==> src/rtl/ds_tx_pkg.sv <==
package ds_tx_pkg;
  localparam int WORD_W  = 8;
  localparam int PHASE_W = $clog2(WORD_W);

  typedef enum logic [1:0] {
    SPD_X1  = 2'd0,
    SPD_X2  = 2'd1,
    SPD_X4  = 2'd2,
    SPD_RSV = 2'd3
  } speed_e;

  // low phase bits that must be zero for a new bit period
  function automatic logic [PHASE_W-1:0] hold_mask(speed_e s);
    case (s)
      SPD_X1:  return PHASE_W'(3);
      SPD_X2:  return PHASE_W'(1);
      default: return '0;
    endcase
  endfunction
endpackage

==> src/rtl/ds_tx_phase.sv <==
module ds_tx_phase
  import ds_tx_pkg::*;
#(
  parameter int PH_W = PHASE_W
) (
  input  logic   clk_i,
  input  logic   rst_ni,
  input  logic   sys_en_i,
  input  logic   active_i,
  input  speed_e speed_i,
  output logic   bit_en_o
);
  logic [PH_W-1:0] phase_q;

  always_ff @(posedge clk_i or negedge rst_ni) begin
    if (!rst_ni)       phase_q <= '0;
    else if (sys_en_i) phase_q <= '0;
    else               phase_q <= phase_q + 1'b1;
  end

  assign bit_en_o = active_i && ((phase_q & PH_W'(hold_mask(speed_i))) == '0);
endmodule

==> src/rtl/ds_tx_shifter.sv <==
module ds_tx_shifter #(
  parameter int W = 8
) (
  input  logic         clk_i,
  input  logic         rst_ni,
  input  logic         load_i,
  input  logic [W-1:0] data_i,
  input  logic         shift_i,
  output logic         msb_o
);
  logic [W-1:0] sh_q;

  always_ff @(posedge clk_i or negedge rst_ni) begin
    if (!rst_ni)      sh_q <= '0;
    else if (load_i)  sh_q <= data_i;
    else if (shift_i) sh_q <= {sh_q[W-2:0], 1'b0};
  end

  assign msb_o = sh_q[W-1];
endmodule

==> src/rtl/ds_tx_encoder.sv <==
module ds_tx_encoder (
  input  logic clk_i,
  input  logic rst_ni,
  input  logic start_i,
  input  logic bit_en_i,
  input  logic active_i,
  input  logic bit_i,
  output logic data_o,
  output logic strobe_o
);
  always_ff @(posedge clk_i or negedge rst_ni) begin
    if (!rst_ni) begin
      data_o   <= 1'b0;
      strobe_o <= 1'b0;
    end else if (start_i) begin
      data_o   <= 1'b0;
      strobe_o <= 1'b0;
    end else if (bit_en_i) begin
      data_o   <= bit_i;
      strobe_o <= (bit_i == data_o) ? ~strobe_o : strobe_o;
    end else if (!active_i) begin
      data_o   <= 1'b0;
      strobe_o <= 1'b0;
    end
  end

  assert_ds_toggle_R4: assert property (@(posedge clk_i) disable iff (!rst_ni)
    bit_en_i |=> ((data_o ^ strobe_o) != $past(data_o ^ strobe_o)));

  assert_ds_hold_R4: assert property (@(posedge clk_i) disable iff (!rst_ni)
    (active_i && !bit_en_i) |=> ($stable(data_o) && $stable(strobe_o)));

  assert_start_clear_R5: assert property (@(posedge clk_i) disable iff (!rst_ni)
    start_i |=> (!data_o && !strobe_o));
endmodule

==> src/rtl/ds_tx_serializer.sv <==
module ds_tx_serializer
  import ds_tx_pkg::*;
#(
  parameter int W = WORD_W
) (
  input  logic         clk_i,
  input  logic         rst_ni,
  input  logic         sys_en_i,
  input  logic [1:0]   speed_i,
  input  logic [W-1:0] tx_data_i,
  input  logic         tx_valid_i,
  output logic         ds_data_o,
  output logic         ds_strobe_o,
  output logic         ds_oe_o
);
  logic   active_q, oe_q, start, load, bit_en, msb;
  speed_e speed_q;

  assign start = sys_en_i && tx_valid_i && !active_q;
  assign load  = sys_en_i && tx_valid_i;

  always_ff @(posedge clk_i or negedge rst_ni) begin
    if (!rst_ni) begin
      active_q <= 1'b0;
      speed_q  <= SPD_X1;
      oe_q     <= 1'b0;
    end else begin
      oe_q <= active_q;
      if (sys_en_i) active_q <= tx_valid_i;
      if (start)    speed_q  <= speed_e'(speed_i);
    end
  end

  ds_tx_phase #(.PH_W(PHASE_W)) u_phase (
    .clk_i    (clk_i),
    .rst_ni   (rst_ni),
    .sys_en_i (sys_en_i),
    .active_i (active_q),
    .speed_i  (speed_q),
    .bit_en_o (bit_en)
  );

  ds_tx_shifter #(.W(W)) u_shift (
    .clk_i   (clk_i),
    .rst_ni  (rst_ni),
    .load_i  (load),
    .data_i  (tx_data_i),
    .shift_i (bit_en),
    .msb_o   (msb)
  );

  ds_tx_encoder u_enc (
    .clk_i    (clk_i),
    .rst_ni   (rst_ni),
    .start_i  (start),
    .bit_en_i (bit_en),
    .active_i (active_q),
    .bit_i    (msb),
    .data_o   (ds_data_o),
    .strobe_o (ds_strobe_o)
  );

  assign ds_oe_o = oe_q;

  assert_speed_hold_R6: assert property (@(posedge clk_i) disable iff (!rst_ni)
    active_q |=> $stable(speed_q));

  assert_idle_zero_R7: assert property (@(posedge clk_i) disable iff (!rst_ni)
    !ds_oe_o |-> (!ds_data_o && !ds_strobe_o));

  assert_no_start_R8: assert property (@(posedge clk_i) disable iff (!rst_ni)
    (!active_q && !sys_en_i) |=> !active_q);
endmodule

==> config.mk <==
export PLATFORM = sky130hd
export DESIGN_NAME = ds_tx_serializer
export DESIGN_NICKNAME = d
export VERILOG_FILES = /design/src/rtl/ds_tx_pkg.sv /design/src/rtl/ds_tx_phase.sv /design/src/rtl/ds_tx_shifter.sv /design/src/rtl/ds_tx_encoder.sv /design/src/rtl/ds_tx_serializer.sv
export SDC_FILE = /design/constraint.sdc
export NUM_CORES = 1
export LEC_CHECK = 0
export BUFFER_PORTS_ARGS = -buffer_cell sky130_fd_sc_hd__buf_4
export CORE_MARGIN = 10
export CORE_UTILIZATION = 50
export CTS_CLUSTER_DIAMETER = 100
export DETAILED_ROUTE_END_ITERATION = 10
export GPL_ROUTABILITY_DRIVEN = 0
export PLACE_DENSITY_LB_ADDON = 0.12
export SYNTH_ARGS = -nofsm -noshare
export SYNTH_HDL_FRONTEND = slang
export SYNTH_HIERARCHICAL = 1
export SYNTH_SLANG_ARGS = --single-unit
==> constraint.sdc <==
create_clock -name clk_i -period 1.7 [get_ports clk_i]
set_input_delay 0.34 -clock clk_i [delete_from_list [all_inputs] [get_ports clk_i]]
set_output_delay 0.34 -clock clk_i [all_outputs]
set_load 0.1 [all_outputs]
==> flow_summary.ini, run 1 <==
[run_status]
status = completed

[min_path]
hold_path.class = in2reg
hold_start = sys_en_i
whs_endpoint = u_phase/phase_q[0]$_DFF_PN0_
whs_path_depth = 2

[route]
wirelength_um = 1323
wl_per_cell_um = 13.23
vias = 502
vias_per_cell = 5.020
drc_errors = 0
antenna_left = 0
firstDrtPassIters = 4
drtIter0Drc = 5

[worst_setup_path]
critPathArrivalTime_ns = 1.58
r2r-end = u_enc/strobe_o$_DFFE_PN0P_
cpMaxStageDelayCell = dfrtp_1
crit_chain = inv_1, a221oi_2, buf_4, o21ai_0, a21o_1, a21oi_2
r2r_setup_slack_ns = 0.33
crit_fanout = 13
crit_required_ns = 1.91
crit_type = reg2reg
regToRegStartpoint = speed_q[1]$_DFFE_PN0P_
crit_path_end_kind = flop
ff2ff_path_depth = 6
cp-start-kind = flop
slowest_delay_ns = 0.37

[timing]
rsz0062_at_grt = false
skew_ns = 0.004654
tightest_slew_ns = 0.2798
fin_ws_ns = 0.3282
fin_crit_ns = 1.372
clock.fmax_mhz = 729.0
hold_ws_ns = 0.2579
setup_viol = 0
hold_violations = 0
slew_headroom = 0.8150
finalCritPeriodShare = 0.8070
tns_ns = 0
drv_slew = 0

[finish]
postLayoutCellArea_um2 = 899.6
syn_to_final_growth_pct = 22.28
final_nets = 101
diodes = 0
drive_above_1_share = 0.3059

[synth]
synth.avg_cell_area_um2 = 11.32
ys_types = 17
synth_fp_nets = 79
syn_inst = 65
yosysWarningCount = 6
syn_area_um2 = 735.7
synth_seq_area_share = 0.5442
ys_seq_elements = 16

[floorplan]
die_h_um = 58.36
die_w_um = 58.36
rows = 13
initial_core_util = 0.5449
die_area_mm2 = 0.003406
ios = 17
core_area_mm2 = 0.001350

[global_route]
antenna_found_initial = 0
grt_max_degree = 17
gr-total-overflow = 0
grt_pass1_wl_um = 2283
grt_pass1_vias = 525
grt_usage = 0.08509

[power_and_ir_drop]
irDropWorstVdd_uv = 722.0
power_density_mw_per_mm2 = 1113
p_leak_nw = 0.4511

[cts]
clock_latency_ns = 0.27
path_clk_slew_ns = 0.09
cts_root_buf = clkbuf_4
cts_tree = yes
cts-buffers-inserted = 3
htreeDepth = 1
cts_resized = 0
cts_num_sinks = 16
clock_path_buffers = 2

[placed_design]
place_area_um2 = 867.1
place_ws_ns = 0.3597
io_buffers = 16
dpl.hpwl_um = 1008

[job]
maxCapViolations = 0
[cells by family (layout without fill, tap and decap cells)]
logic type,count (synthesis),count (layout),share of synthesized area
buffers and inverters,7,27,0.05612
and+or+nand+nor,17,17,0.1225
muxes,9,9,0.1361
AOI/OAI and AO/OA,14,14,0.1173
DFF,16,16,0.5442
xor gates and xnor gates,2,2,0.02381
[critical path, delay by kind of cell (launching register included)]
family                 cells  cell delay [ns]
DFF                        1             0.37
buffers and inverters      2             0.31
AOI/OAI and AO/OA          4             0.63
[synthesized netlist by cell type]
cell type / instances / area [um^2]
a21oi_2: 1 / 8.760
nand2_1: 10 / 37.54
dfrtp_1: 16 / 400.4
mux2i_1: 7 / 70.07
a21o_1: 1 / 7.510
o21ai_1: 7 / 35.03
nand2b_1: 1 / 6.260
o21ai_0: 3 / 15.01
nand3b_1: 2 / 15.01
xnor2_1: 2 / 17.52
inv_1: 5 / 18.77
nor2_1: 3 / 11.26
buf_6: 2 / 22.52
a221oi_2: 1 / 15.01
a21oi_1: 1 / 5.000
mux2_4: 2 / 30.03
nand3b_4: 1 / 20.02
[flip-flops by register name (all words and copies together), names as in the netlist]
name,flops
u_phase/phase_q,2
active_q,1
u_shift/sh_q,8
u_enc/strobe_o,1
u_enc/data_o,1
speed_q,2
ds_oe_o,1
[metrics by stage]
step,cells,util,power [W]
final,100,0.6664,0.001001
after global routing,100,0.6664,0.001067
after CTS,100,0.6664,0.001013
after detailed placement,96,0.6423,0.0008236
after global placement,96,0.6423,0.0008174
after floorplan,65,-,0.0007393
[how the worst max path moves through the flow]
stage	startpoint	endpoint	slack (ns)	cells after the start
final	speed_q[1]$_DFFE_PN0P_	u_enc/strobe_o$_DFFE_PN0P_	0.33	6
after detailed placement	speed_q[1]$_DFFE_PN0P_	u_enc/strobe_o$_DFFE_PN0P_	0.36	6
after floorplan	u_enc/data_o$_DFFE_PN0P_	u_enc/strobe_o$_DFFE_PN0P_	0.21	3
after global placement	speed_q[1]$_DFFE_PN0P_	u_enc/strobe_o$_DFFE_PN0P_	0.39	6
after CTS	active_q$_DFFE_PN0P_	u_enc/strobe_o$_DFFE_PN0P_	0.33	6
after global routing	speed_q[1]$_DFFE_PN0P_	u_enc/strobe_o$_DFFE_PN0P_	0.19	6
[metal layers]
layer  vias to the layer above  wire length (um)  global-route usage  share of wire
li1                        262                 -                   -              -
met1                       230               619             0.09824           0.47
met2                         8               610              0.1290           0.46
met3                         2                80             0.03433          0.060
met4                         0                13             0.05034         0.0098
met5                         -                 0                   0              0
[what timing repair did]
| action | 4_1_cts | 5_1_grt |
|---|---|---|
| hold endpoints to repair | 16 | 0 |
| buffers inserted | 0 | 0 |
| hold buffers | 1 | 0 |
[layout by cell type (no fill, tap or decap)]
| cell | count |
|---|---|
| a21oi_1 | 1 |
| o21ai_0 | 3 |
| inv_1 | 5 |
| nand2b_1 | 1 |
| a21o_1 | 1 |
| o21ai_1 | 7 |
| nor2_1 | 3 |
| nand2_1 | 10 |
| mux2_4 | 2 |
| dlygate4sd3_1 | 1 |
| buf_4 | 18 |
| a21oi_2 | 1 |
| a221oi_2 | 1 |
| clkbuf_4 | 3 |
| mux2i_1 | 7 |
| nand3b_4 | 1 |
| dfrtp_1 | 16 |
| nand3b_1 | 2 |
| xnor2_1 | 2 |
[final cells by class]
type / count / area (um^2)
fill: 108 / 450.4
inverter: 5 / 18.77
clock buffer: 3 / 22.52
timing repair buffer: 19 / 145.1
multi-input combinational: 42 / 294.0
tap: 15 / 18.77
sequential: 16 / 400.4
[report_power, final]
part / internal [W] / switching [W] / leakage (nW)
Clock: 0.0000820 / 0.000104 / 0.0138
Sequential: 0.000450 / 0.0000469 / 0.200
Combinational: 0.000126 / 0.000191 / 0.238
Total: 0.000659 / 0.000342 / 0.451
Power figures use the tool's default switching activity.
==> run 2, diff against run 1 <==
==> constraint.sdc (replaced) <==
create_clock -name clk_i -period 1.3 [get_ports clk_i]
set_input_delay 0.26 -clock clk_i [delete_from_list [all_inputs] [get_ports clk_i]]
set_output_delay 0.26 -clock clk_i [all_outputs]
set_load 0.1 [all_outputs]
==> run 2 against run 1 <==
The flow now finishes with violations (negative setup slack); power increased by 40%; routed wire length increased by 17%; cell count increased by 6.0%; combinational power increased by 50%; critical path type unchanged; largest cell class unchanged; highest routed layer unchanged.
==> flow_summary.ini, run 2 (synthesized netlist as in run 1, its figures left out) <==
[global_route]
antenna_found_initial = 0
grt_max_degree = 17
gr-total-overflow = 0
grt_usage = 0.08892
grt_pass1_vias = 583
grt_pass1_wl_um = 2401

[placed_design]
place_ws_ns = -0.08957
dpl.hpwl_um = 1169
io_buffers = 16

[worst_setup_path]
crit_fanout = 5
critPathArrivalTime_ns = 1.56
crit_chain = nor2_1, a221oi_4, buf_6, mux2i_2, o21ai_1
cpMaxStageDelayCell = dfrtp_1
slowest_delay_ns = 0.38
crit_path_end_kind = flop
ff2ff_path_depth = 5
regToRegStartpoint = speed_q[1]$_DFFE_PN0P_
critical_path.top_delay_family = compound AO/OA/AOI/OAI gates
crit_required_ns = 1.47
r2r-end = u_shift/sh_q[5]$_DFFE_PN0P_
cp-start-kind = flop
r2r_setup_slack_ns = -0.09
crit_type = reg2reg
crit_buf_inv = 1

[cts]
clock_latency_ns = 0.28
cts_num_sinks = 16
clock_path_buffers = 2
cts_tree = yes
cts_root_buf = clkbuf_4
htreeDepth = 1
cts-buffers-inserted = 3
path_clk_slew_ns = 0.09

[finish]
fill_cells = 102
syn_to_final_growth_pct = 31.80
drive_above_1_share = 0.3956
largest_register_ffs = 8
mostFrequentLayoutCell = buf_4
diodes = 0
regMostFlops = u_shift/sh_q
final_cell_mix = buf_4 (21), dfrtp_1 (14), nand2_1 (10), o21ai_1 (7), mux2i_1 (6)
top_regs = u_shift/sh_q x8, speed_q x2, u_phase/phase_q x2
finalCoreUtilization = 0.7183
final_nets = 106

[route]
dr_wl_met2_um = 795
top_layer_used = met4
vias = 564
firstDrtPassIters = 5
wl_met3_um = 103
wl_per_cell_um = 14.65
antenna_left = 0
drtIter0Drc = 14
wirelength_um = 1553
wl_met1_um = 635
drc_errors = 0
vias_per_cell = 5.321

[floorplan]
core_area_mm2 = 0.001350
die_area_mm2 = 0.003406
die_w_um = 58.36
initial_core_util = 0.5449
rows = 13
ios = 17
die_h_um = 58.36

[timing]
setup_viol = 9
rsz0062_at_grt = true
hold_violations = 0
skew_ns = 0.005259
finalCritPeriodShare = 1.071
fin_crit_ns = 1.392
tightest_slew_ns = 0.3073
slew_headroom = 0.7951
drv_slew = 0
clock.fmax_mhz = 718.2
fin_ws_ns = -0.09234

[run_status]
violations = negative setup slack
status = complete, but fails checks

[power_and_ir_drop]
irDropWorstVdd_uv = 862.9
power_density_mw_per_mm2 = 1445
p_leak_nw = 0.4761

[min_path]
whs_endpoint = u_phase/phase_q[0]$_DFF_PN0_
hold_start = sys_en_i
hold_path.class = in2reg
whs_path_depth = 2

[job]
maxCapViolations = 0
## run 2: stage by stage
step | TNS [ns] | std cells | instance area [um^2] | power, W | hold WS (ns)
6_report | -0.5663 | 106 | 969.7 | 0.001401 | 0.1616
5_1_grt | -1.404 | 106 | 969.7 | 0.001472 | 0.1599
2_1_floorplan | 0 | 65 | 749.5 | 0.0009814 | -0.03559
4_1_cts | -0.5882 | 105 | 954.7 | 0.001396 | 0.1534
3_3_place_gp | -0.04418 | 99 | 903.4 | 0.001099 | 0.1308
3_5_place_dp | -0.4140 | 99 | 903.4 | 0.001114 | 0.1282
## run 2: where the power goes
part	total, W	leakage [nW]	switching, W	internal (W)
registers	0.000659	0.197	0.0000676	0.000592
logic	0.000477	0.264	0.000276	0.000201
clock network	0.000265	0.0150	0.000145	0.000119
total	0.00140	0.476	0.000489	0.000912
## run 2: layout make-up
type                            count  area, um^2  share of cell area
Tap cell                           15       18.77             0.01935
Clock buffer                        4       26.28             0.02710
Timing Repair Buffer               24       190.2              0.1961
Inverter                            5       18.77             0.01935
Multi-Input combinational cell     42       312.8              0.3226
Sequential cell                    16       402.9              0.4155
## run 2: worst reg2reg max path, stage by stage (launching register included)
cell and delay [ns]:
dfrtp_1 0.38, nor2_1 0.08, a221oi_4 0.34, buf_6 0.18
mux2i_2 0.20, o21ai_1 0.09
## run 2: metal layers
layer	vias up	global-route usage
met5	-	0
met4	0	0.04027
met3	2	0.03219
met2	21	0.1396
met1	270	0.1054
li1	271	-
## run 2: timing repair
item                                    4_1_cts  5_1_grt
buffers inserted                              1        1
endpoints found under the setup margin        7        9
pin swaps                                     1        1
gates resized for setup                       2        3
hold buffers                                  1        0
endpoints found under the hold margin        16        0
## run 2: worst max-delay path by stage
stage | slack, ns | depth (start not counted) | to | from
2_1_floorplan | 0.003 | 4 | u_shift/sh_q[1]$_DFFE_PN0P_ | u_phase/phase_q[0]$_DFF_PN0_
3_3_place_gp | -0.02 | 5 | u_shift/sh_q[3]$_DFFE_PN0P_ | speed_q[1]$_DFFE_PN0P_
3_5_place_dp | -0.09 | 5 | u_shift/sh_q[7]$_DFFE_PN0P_ | speed_q[1]$_DFFE_PN0P_
4_1_cts | -0.1 | 4 | u_shift/sh_q[7]$_DFFE_PN0P_ | u_phase/phase_q[0]$_DFF_PN0_
5_1_grt | -0.18 | 5 | u_shift/sh_q[1]$_DFFE_PN0P_ | speed_q[1]$_DFFE_PN0P_
6_report | -0.09 | 5 | u_shift/sh_q[5]$_DFFE_PN0P_ | speed_q[1]$_DFFE_PN0P_
==> run 3, diff against run 2 <==
--- a/config.mk
+++ b/config.mk
@@ -7,10 +7,11 @@
 export LEC_CHECK = 0
 export BUFFER_PORTS_ARGS = -buffer_cell sky130_fd_sc_hd__buf_4
 export CORE_MARGIN = 10
-export CORE_UTILIZATION = 50
+export CORE_UTILIZATION = 54
 export CTS_CLUSTER_DIAMETER = 100
 export DETAILED_ROUTE_END_ITERATION = 10
 export GPL_ROUTABILITY_DRIVEN = 0
+export MAX_ROUTING_LAYER = met4
 export PLACE_DENSITY_LB_ADDON = 0.12
 export SYNTH_ARGS = -nofsm -noshare
 export SYNTH_HDL_FRONTEND = slang
==> constraint.sdc (replaced) <==
create_clock -name clk_i -period 1.65 [get_ports clk_i]
set_input_delay 0 -clock clk_i [delete_from_list [all_inputs] [get_ports clk_i]]
set_output_delay 0 -clock clk_i [all_outputs]
set_load 0.1 [all_outputs]
==> run 3 against run 2 <==
Critical path depth did not move; sequential share of layout area shrank 2.5 points; the run now ends clean; hold slack got worse by 0.065 ns.
==> flow_summary.ini, run 3 (synthesized netlist as in run 1, its figures left out) <==
[run_status]
status = completed

[route]
wl_per_cell_um = 15.04
drtIter0Drc = 12
antenna_left = 0
firstDrtPassIters = 4
wirelength_um = 1684
vias_per_cell = 5.188
vias = 581
drc_errors = 0

[global_route]
grt_max_degree = 17
grt_usage = 0.1112
grt_pass1_vias = 583
gr-total-overflow = 0
antenna_found_initial = 0
grt_pass1_wl_um = 2766

[timing]
setup_viol = 0
skew_ns = 0.001088
drv_slew = 0
fin_ws_ns = 0.2555
rsz0062_at_grt = false
finalCritPeriodShare = 0.8452
slew_headroom = 0.7196
hold_ws_ns = 0.09628
fin_crit_ns = 1.395
clock.fmax_mhz = 717.1
tightest_slew_ns = 0.4202
tns_ns = 0
hold_violations = 0

[finish]
largest_register_ffs = 8
top_regs = u_shift/sh_q x8, speed_q x2, u_phase/phase_q x2
regMostFlops = u_shift/sh_q
postLayoutCellArea_mm2 = 0.001026
syn_to_final_growth_pct = 39.46
diodes = 0
drive_above_1_share = 0.2680
mostFrequentLayoutCell = buf_4
final_nets = 112
final_cell_mix = buf_4 (17), dfrtp_1 (16), dlygate4sd3_1 (13), nand2_1 (10)

[worst_setup_path]
crit_type = reg2reg
crit_required_ns = 1.81
crit_fanout = 13
r2r_setup_slack_ns = 0.26
r2r-end = u_shift/sh_q[5]$_DFFE_PN0P_
cp-start-kind = flop
ff2ff_path_depth = 5
critPathArrivalTime_ns = 1.55
crit_path_end_kind = flop
regToRegStartpoint = speed_q[1]$_DFFE_PN0P_

[power_and_ir_drop]
p_leak_nw = 0.5033
power_density_mw_per_mm2 = 1104
irDropWorstVdd_uv = 694.6

[placed_design]
io_buffers = 16
place_ws_ns = 0.2823
dpl.hpwl_um = 1070
place_area_um2 = 859.6

[cts]
cts_num_sinks = 16
htreeDepth = 1
cts_root_buf = clkbuf_4
cts-buffers-inserted = 3
cts_resized = 0
cts_tree = yes
clock_latency_ns = 0.28
path_clk_slew_ns = 0.09
clock_path_buffers = 2

[min_path]
hold_path.class = in2async

[floorplan]
core_area_mm2 = 0.001285
die_area_mm2 = 0.003239
rows = 13
die_w_um = 56.91
ios = 17
die_h_um = 56.91
initial_core_util = 0.5725

[job]
maxCapViolations = 0
run 3: cell types whose count changed in the layout (fill, tap and decap cells not counted), sizes merged:
cell,delta
dlygate4sd3,+12
buf,-6
run 3: how the worst max path moves through the flow:
stage / startpoint / endpoint / slack (ns) / cells past startpoint
floorplan: u_enc/data_o$_DFFE_PN0P_ / u_enc/strobe_o$_DFFE_PN0P_ / 0.16 / 3
global placement: speed_q[1]$_DFFE_PN0P_ / u_enc/strobe_o$_DFFE_PN0P_ / 0.30 / 6
detailed placement: speed_q[1]$_DFFE_PN0P_ / u_enc/strobe_o$_DFFE_PN0P_ / 0.28 / 6
CTS: speed_q[1]$_DFFE_PN0P_ / u_enc/strobe_o$_DFFE_PN0P_ / 0.25 / 6
global route: speed_q[1]$_DFFE_PN0P_ / u_shift/sh_q[5]$_DFFE_PN0P_ / 0.15 / 5
finish: speed_q[1]$_DFFE_PN0P_ / u_shift/sh_q[5]$_DFFE_PN0P_ / 0.26 / 5
run 3: metrics by stage:
stage | power, W | util | std cells
3_3_place_gp | 0.0008436 | 0.6689 | 95
6_report | 0.001132 | 0.7984 | 112
3_5_place_dp | 0.0008540 | 0.6689 | 95
5_1_grt | 0.001192 | 0.7984 | 112
2_1_floorplan | 0.0007617 | - | 65
4_1_cts | 0.001136 | 0.7984 | 112
run 3: layout make-up:
cell class | instances | area, um^2
Sequential cell | 16 | 400.4
Multi-Input combinational cell | 42 | 294.0
Fill cell | 72 | 259.0
Timing Repair Buffer | 30 | 257.7
Clock buffer | 4 | 36.28
Inverter | 5 | 18.77
Tap cell | 15 | 18.77
run 3: timing repair:
| action | in CTS | in global routing |
|---|---|---|
| endpoints found under the hold margin | 29 | 0 |
| hold buffers | 13 | 0 |
| setup buffers | 0 | 0 |
run 3: layer usage:
metal / GRT usage / up-vias / part of all wire / wire (um)
li1: - / 284 / - / -
met1: 0.1332 / 276 / 0.45 / 757
met2: 0.1519 / 15 / 0.47 / 792
met3: 0.04045 / 6 / 0.049 / 82
met4: 0.07047 / 0 / 0.031 / 52
met5: - / - / 0 / 0
run 3: critical path, cell delays in order, from the launching register on:
cell and delay, ns:
dfrtp_1 0.39, inv_1 0.06, a221oi_2 0.25, buf_4 0.24, mux2i_1 0.23, o21ai_1 0.09
run 3: where the power goes:
part / switching (W) / leakage (nW) / internal (W)
clock: 0.000126 / 0.0210 / 0.000134
combinational: 0.000207 / 0.283 / 0.000147
sequential: 0.0000545 / 0.200 / 0.000464
total: 0.000387 / 0.503 / 0.000745
